**src/rtl/conv_seq_pkg.sv**
```systemverilog
package conv_seq_pkg;
  localparam int CFG_W       = 8;
  localparam int STB_BIT     = 7;
  localparam int MODE_BIT    = 4;
  localparam logic [CFG_W-1:0] CFG_KEEP  = 8'h1F;
  localparam logic [CFG_W-1:0] CFG_RESET = 8'h8C;

  typedef enum logic [1:0] {
    SEQ_POWERDOWN  = 2'd0,
    SEQ_CONVERTING = 2'd1,
    SEQ_CONT_RUN   = 2'd2
  } seq_state_e;
endpackage

```
**src/rtl/conv_cfg_reg.sv**
```systemverilog
module conv_cfg_reg
  import conv_seq_pkg::*;
#(
  parameter logic [CFG_W-1:0] KEEP_MASK = CFG_KEEP,
  parameter logic [CFG_W-1:0] RESET_VAL = CFG_RESET
) (
  input  logic             clk,
  input  logic             rst_n,
  input  logic             soft_rst,
  input  logic             wr_en,
  input  logic [CFG_W-1:0] wdata,
  output logic [CFG_W-1:0] cfg_q
);
  logic unused_bits;
  assign unused_bits = ^(wdata & ~KEEP_MASK);

  for (genvar i = 0; i < CFG_W; i++) begin : g_bit
    if (KEEP_MASK[i]) begin : g_keep
      logic bit_d, bit_q;
      always_comb begin
        bit_d = bit_q;
        if (soft_rst)   bit_d = RESET_VAL[i];
        else if (wr_en) bit_d = wdata[i];
      end
      always_ff @(posedge clk or negedge rst_n) begin
        if (!rst_n) bit_q <= RESET_VAL[i];
        else        bit_q <= bit_d;
      end
      assign cfg_q[i] = bit_q;
    end else begin : g_zero
      assign cfg_q[i] = 1'b0;
    end
  end
endmodule

```
**src/rtl/conv_seq_fsm.sv**
```systemverilog
module conv_seq_fsm
  import conv_seq_pkg::*;
(
  input  logic clk,
  input  logic rst_n,
  input  logic soft_rst,
  input  logic cfg_wr,
  input  logic wr_start,
  input  logic wr_single,
  input  logic mode_single_q,
  input  logic cnv_done,
  output logic cnv_start,
  output logic pwr_down,
  output logic busy
);
  seq_state_e state_q, state_d;
  logic start_q, start_d;
  logic mode_eff;

  assign mode_eff = cfg_wr ? wr_single : mode_single_q;

  always_comb begin
    state_d = state_q;
    start_d = 1'b0;
    if (soft_rst) begin
      state_d = SEQ_POWERDOWN;
    end else begin
      case (state_q)
        SEQ_POWERDOWN: begin
          if (!mode_eff) begin
            state_d = SEQ_CONT_RUN;
            start_d = 1'b1;
          end else if (cfg_wr && wr_start) begin
            state_d = SEQ_CONVERTING;
            start_d = 1'b1;
          end
        end
        SEQ_CONVERTING: begin
          if (cnv_done) begin
            if (mode_eff) begin
              state_d = SEQ_POWERDOWN;
            end else begin
              state_d = SEQ_CONT_RUN;
              start_d = 1'b1;
            end
          end else if (!mode_eff) begin
            state_d = SEQ_CONT_RUN;
          end
        end
        SEQ_CONT_RUN: begin
          if (cnv_done) begin
            if (mode_eff) state_d = SEQ_POWERDOWN;
            else          start_d = 1'b1;
          end
        end
        default: state_d = SEQ_POWERDOWN;
      endcase
    end
  end

  always_ff @(posedge clk or negedge rst_n) begin
    if (!rst_n) begin
      state_q <= SEQ_POWERDOWN;
      start_q <= 1'b0;
    end else begin
      state_q <= state_d;
      start_q <= start_d;
    end
  end

  assign cnv_start = start_q;
  assign pwr_down  = (state_q == SEQ_POWERDOWN);
  assign busy      = !pwr_down;

  AST_CONT_RESTART: assert property (@(posedge clk) disable iff (!rst_n)
    (state_q == SEQ_CONT_RUN && cnv_done && !mode_eff && !soft_rst) |=> cnv_start);
  AST_SINGLE_DONE_OFF: assert property (@(posedge clk) disable iff (!rst_n)
    (state_q == SEQ_CONVERTING && cnv_done && mode_eff && !soft_rst) |=> pwr_down);
  AST_NO_RESTART_BUSY: assert property (@(posedge clk) disable iff (!rst_n)
    (state_q == SEQ_CONVERTING && !cnv_done) |=> !cnv_start);
  AST_DRAIN_NO_START: assert property (@(posedge clk) disable iff (!rst_n)
    (state_q == SEQ_CONT_RUN && !cnv_done) |=> !cnv_start);
  AST_START_POWERED: assert property (@(posedge clk) disable iff (!rst_n)
    cnv_start |-> !pwr_down);
endmodule

```
**src/rtl/conv_result_reg.sv**
```systemverilog
module conv_result_reg #(
  parameter int RES_W = 16
) (
  input  logic             clk,
  input  logic             rst_n,
  input  logic             soft_rst,
  input  logic             load_en,
  input  logic [RES_W-1:0] load_val,
  output logic [RES_W-1:0] result_q
);
  logic [RES_W-1:0] result_d;

  always_comb begin
    result_d = result_q;
    if (soft_rst)     result_d = '0;
    else if (load_en) result_d = load_val;
  end

  always_ff @(posedge clk or negedge rst_n) begin
    if (!rst_n) result_q <= '0;
    else        result_q <= result_d;
  end
endmodule

```
**src/rtl/conv_sequencer.sv**
```systemverilog
module conv_sequencer
  import conv_seq_pkg::*;
#(
  parameter int RES_W = 16
) (
  input  logic             clk,
  input  logic             rst_n,
  input  logic             soft_rst,
  input  logic             cfg_wr,
  input  logic [CFG_W-1:0] cfg_wdata,
  input  logic             cnv_done,
  input  logic [RES_W-1:0] cnv_result,
  output logic             cnv_start,
  output logic             pwr_down,
  output logic [RES_W-1:0] result_q,
  output logic [CFG_W-1:0] cfg_rdata
);
  logic [CFG_W-1:0] cfg_q;
  logic             busy;
  logic             status;
  logic             load_en;

  conv_cfg_reg #(.KEEP_MASK(CFG_KEEP), .RESET_VAL(CFG_RESET)) u_cfg (
    .clk(clk), .rst_n(rst_n), .soft_rst(soft_rst),
    .wr_en(cfg_wr), .wdata(cfg_wdata), .cfg_q(cfg_q)
  );

  conv_seq_fsm u_fsm (
    .clk(clk), .rst_n(rst_n), .soft_rst(soft_rst),
    .cfg_wr(cfg_wr), .wr_start(cfg_wdata[STB_BIT]), .wr_single(cfg_wdata[MODE_BIT]),
    .mode_single_q(cfg_q[MODE_BIT]), .cnv_done(cnv_done),
    .cnv_start(cnv_start), .pwr_down(pwr_down), .busy(busy)
  );

  assign load_en = cnv_done && busy;

  conv_result_reg #(.RES_W(RES_W)) u_res (
    .clk(clk), .rst_n(rst_n), .soft_rst(soft_rst),
    .load_en(load_en), .load_val(cnv_result), .result_q(result_q)
  );

  assign status = !cfg_q[MODE_BIT] || busy;

  always_comb begin
    cfg_rdata          = cfg_q;
    cfg_rdata[STB_BIT] = status;
  end

  AST_CONT_STATUS_HIGH: assert property (@(posedge clk) disable iff (!rst_n)
    (cfg_wr && !cfg_wdata[MODE_BIT] && !soft_rst) |=> cfg_rdata[STB_BIT]);
  AST_SOFT_RST_CLEAR: assert property (@(posedge clk) disable iff (!rst_n)
    soft_rst |=> (pwr_down && result_q == '0 && !cnv_start));
  AST_IDLE_RESULT_HOLD: assert property (@(posedge clk) disable iff (!rst_n)
    (pwr_down && !soft_rst) |=> $stable(result_q));
  AST_ONESHOT_DONE_STORE: assert property (@(posedge clk) disable iff (!rst_n)
    (cnv_done && !pwr_down && !soft_rst) |=> (result_q == $past(cnv_result)));
endmodule

```
**config.mk**
```make
export PLATFORM = sky130hd
export DESIGN_NAME = conv_sequencer
export DESIGN_NICKNAME = d
export VERILOG_FILES = /design/src/rtl/conv_seq_pkg.sv /design/src/rtl/conv_cfg_reg.sv /design/src/rtl/conv_seq_fsm.sv /design/src/rtl/conv_result_reg.sv /design/src/rtl/conv_sequencer.sv
export SDC_FILE = /design/constraint.sdc
export NUM_CORES = 1
export LEC_CHECK = 0
export BUFFER_PORTS_ARGS = -buffer_cell sky130_fd_sc_hd__buf_2
export CAP_MARGIN = 20
export CORE_MARGIN = 2
export CORE_UTILIZATION = 46
export DETAILED_ROUTE_END_ITERATION = 10
export PLACE_DENSITY = 0.75
export SLEW_MARGIN = 20
export SYNTH_ARGS = -nofsm -noshare
export SYNTH_HDL_FRONTEND = slang
export SYNTH_HIERARCHICAL = 1
export SYNTH_SLANG_ARGS = --single-unit
```
**constraint.sdc**
```tcl
create_clock -name clk -period 2.1 [get_ports clk]
set_input_delay 0.42 -clock clk [delete_from_list [all_inputs] [get_ports clk]]
set_output_delay 0.42 -clock clk [all_outputs]
set_load 0.01 [all_outputs]
```
* Word level (Yosys, flattened, before mapping)
Cells that the tools add are included.
** Cells by class
- Equality and inequality tests :: 6
- Muxes and demuxes :: 27
- Reduce and logical (&&, ||, !) cells :: 10
** Operator list (number)
- $mux W16 :: 2
- $mux W2 :: 8
- $mux W1 :: 15
- $ne A4 B4 Y1 const B :: 2
- $pmux W2 S3 :: 1
- $reduce_and A4 Y1 :: 1
- $reduce_bool A2 Y1 :: 2
- $ne A3 B2 Y1 const B :: 1
- $ne A3 B3 Y1 const B :: 1
- $eq A2 B1 Y1 const B :: 1
- $eq A2 B2 Y1 const B :: 1
- $logic_and A1 B1 Y1 :: 2
- $logic_not A1 Y1 :: 2
- $logic_not A2 Y1 :: 1
- $pmux W1 S2 :: 1
- $reduce_or A2 Y1 :: 1
- $logic_or A1 B1 Y1 :: 1
** Storage, ports and cells
- Register bits :: 24
- Input port bits :: 29
- Output and inout port bits :: 26
- Logic and storage cells :: 51

* Longest topological paths before layout
- Word-level depth :: 5
- Gate-level depth with buffers :: 8
- Mapped depth without buffers :: 6

* By module
Netlist, hierarchy kept.
** By module, submodules not included
- conv_result_reg :: instances 1, cells an instance 52, area each 660.6 um^2, sequential area each 400.4 um^2
- conv_seq_fsm :: instances 1, cells an instance 30, area each 292.8 um^2, sequential area each 75.1 um^2
- conv_cfg_reg :: instances 1, cells an instance 25, area each 270.3 um^2, sequential area each 127.6 um^2
- conv_sequencer :: instances 1, cells an instance 3, area each 20.0 um^2, sequential area each 0.0 um^2

* Worst setup path after synthesis
OpenSTA, ideal clock, no wires.
- Path kind :: register to register
- Start point :: reg u_fsm.state_q[0]
- End point :: reg u_res.result_q[10]
- Setup time :: 0.121 ns
- Arrival :: 1.365 ns
- Data required time :: 1.979 ns
- Slack :: 0.614 ns
- Stages on the path, launching flop included :: 9
- Path buffers :: 2
- Clock period less this slack :: 1.486 ns
- Path through :: dfrtp_1 > inv_1 > ha_1 > inv_1 > and2_1 > buf_6 > buf_12 > mux2i_1 > nor2_1
** On the way
- Longest elaborated chain between the ends :: 4
** RTL lines
- start: declaration :: line conv_seq_fsm.sv:16 : seq_state_e state_q, state_d;
- start signal: assignment :: line conv_seq_fsm.sv:66 : state_q <= state_d;
- $logic_not A2 Y1 :: line conv_seq_fsm.sv:72 : assign pwr_down = (state_q == SEQ_POWERDOWN);
- $logic_not A1 Y1 :: line conv_seq_fsm.sv:73 : assign busy = !pwr_down;
- named net busy :: line conv_sequencer.sv:19 : logic busy;
- $logic_and A1 B1 Y1 :: line conv_sequencer.sv:35 : assign load_en = cnv_done && busy;
- named net load_en :: line conv_sequencer.sv:21 : logic load_en;
- $reduce_bool A2 Y1 (no source line)
- end signal: assignment :: line conv_result_reg.sv:21 : else result_q <= result_d;
- end: declaration :: line conv_result_reg.sv:9 : output logic [RES_W-1:0] result_q
The timed path passes the listed nets, and every way through them passes these cells.
A chain may end at the register's enable or synchronous reset.

* Worst setup path after layout
- Start point :: reg u_fsm.state_q[0]
- End point :: out cfg_rdata[7]
** On the way
- Longest elaborated chain between the ends :: 3
** RTL lines
- $logic_not A2 Y1 :: line conv_seq_fsm.sv:72
- $logic_not A1 Y1 :: line conv_seq_fsm.sv:73
- named net busy :: line conv_sequencer.sv:19
- $logic_or A1 B1 Y1 :: line conv_sequencer.sv:42 : assign status = !cfg_q[MODE_BIT] || busy;
- end: declaration :: line conv_sequencer.sv:16 : output logic [CFG_W-1:0] cfg_rdata
The timed path passes the listed nets, and every way through them passes these cells.

==> results_dict.tcl <==
set metrics [dict create \
    reg2reg_depth 7 \
    core_um2 2522 \
    grt_antenna_before_repair 0 \
    grt_use_total_pct 14.20 \
    htreeDepth 1 \
    synth_area_per_cell_um2 11.34 \
    drive_gt1_share_pct 39.47 \
    numCtsBuffers 3 \
    dr.pass1.iters 4 \
    status "completed" \
    clk_pin_slew_ps 120 \
    place.gp.congestion 0.7431 \
    cts_setup_buffers 0 \
    vias 856 \
    utilization_pct 58.04 \
    cts.sink_count 24 \
    max_freq_mhz 536.3 \
    clkLatencyLatePin_ps 290 \
    maxSlewViolCount 0 \
    clock_tree.root_cell "clkbuf_4" \
    max_cap_violations 0 \
    rows 18 \
    p_leak_uw 0.0008028 \
    irDropWorstVdd_mv 0.6641 \
    fp.dieH_um 55.84 \
    hp-class "input port to asynchronous set/reset pin" \
    cts_tree "built" \
    die_area_um2 3118 \
    syn_to_final_growth_pct 18.42 \
    routed_via_density 4.703 \
    p_per_area_nw_per_um2 904.5 \
    crit_path_end_kind "output pin" \
    tns_ps 0 \
    final_antenna_net_count 0 \
    start_util_pct 49.01 \
    seq_area_um2 603.1 \
    clockBufferDepth 2 \
    multi_input_area_um2 510.5 \
    io_pins 55 \
    hold_buffers 0 \
    drc 0 \
    first_iter_violations 14 \
    diodes 0 \
    grt_pass1_wl_mm 3.594 \
    cts_resized 0 \
    fin_crit_sh_pct 88.79 \
    worstPathRequired_ps 1680 \
    synthesis.instances 109 \
    post-place-ws_ps 393.2 \
    crit_type "register to output pin" \
    syn_area_um2 1236 \
    period_minus_slack_ps 1865 \
    routedWlPerCell_um 12.08 \
    gr-total-overflow 0 \
    final_cells 182 \
    hold_viol 0 \
    routed_wl_mm 2.198 \
    die-width_um 55.84 \
    port-buffer-count 50 \
    placed_cells 178 \
    cp_max_fo 4 \
    timing.hold.ws_ps 71.69 \
    grt_pass1_vias 813 \
    finalWorstSetupSlack_ps 235.5 \
    crit_arrival_ps 1440 \
    yosysWarningCount 6 \
    fill_cells 223 \
    rsz0062_at_grt "false" \
    finClkSkew_ps 2.481 \
    hpwl_mm 1.679 \
    cp-start-kind "register" \
    grt_max_degree 27 \
    setup_viol 0 \
    finalNetCount 187 \
]
flip-flops by register name (all words and copies together) (netlist names):
register / cells
u_res/result_q: 16
u_cfg/g_bit.g_keep.bit_q: 5
u_fsm/state_q: 2
u_fsm/cnv_start: 1
metal layers:
layer / vias to the layer above / GRT usage [%] / part of all wire (%)
li1: 436 / - / -
met1: 386 / 19.04 / 45
met2: 32 / 23.64 / 46
met3: 2 / 2.558 / 7.5
met4: 0 / 4.082 / 0.86
met5: - / 0 / 0
path summary, 6_finish.rpt:
| path | startpoint | endpoint | slack (ps) |
|---|---|---|---|
| setup / recovery | u_fsm/state_q[0] | cfg_rdata[7] | 240 |
| hold / removal | rst_n | u_res/result_q[14] | 70 |
| setup reg to reg | u_fsm/state_q[0] | u_res/result_q[10] | 410 |
| hold reg to reg | u_res/result_q[13] | u_res/result_q[13] | 540 |
| max in group asynchronous | rst_n | u_cfg/g_bit[3].g_keep.bit_q | 1670 |
| min in group clk | cfg_wdata[3] | u_cfg/g_bit[3].g_keep.bit_q | 340 |
critical path, stage by stage (launching register included):
cell and delay (ps):
dfrtp_1 450, inv_1 120, ha_1 230, inv_1 80, nand2b_1 140, buf_2 140
placed cells by master, fill, tap and decap left out:
cell / count
o22a_2: 1
mux2i_1: 21
mux2_4: 1
clkbuf_4: 3
a211o_1: 2
o22ai_1: 1
and2_1: 1
nand2b_1: 3
nor2b_1: 2
conb_1: 2
a21boi_0: 1
dfrtp_1: 22
dfstp_2: 2
a21o_1: 1
a22oi_4: 1
inv_1: 5
clkbuf_8: 1
nand3b_1: 1
o21bai_1: 1
ha_1: 5
buf_2: 50
nand2_1: 3
nor3_1: 2
buf_4: 1
nor2_1: 19
power breakdown:
part	internal (µW)	total [µW]	switching, µW
logic	246	519	273
clock network	105	226	121
registers	535	578	43.5
total	886	1320	438
per-stage QoR:
step                total power, µW  area (µm²)
finish                         1324        1464
global route                   1421        1464
CTS                            1339        1464
detailed placement             1109        1428
global placement               1091        1428
floorplan                     992.8        1240
layout make-up:
cell class | instances | area share (%)
Clock buffer | 4 | 2.479
Inverter | 5 | 1.282
Multi-Input combinational cell | 68 | 34.87
Sequential cell | 24 | 41.20
Tap cell | 30 | 2.564
Timing Repair Buffer | 51 | 17.61
No activity file was read; power rests on OpenSTA's default activity.
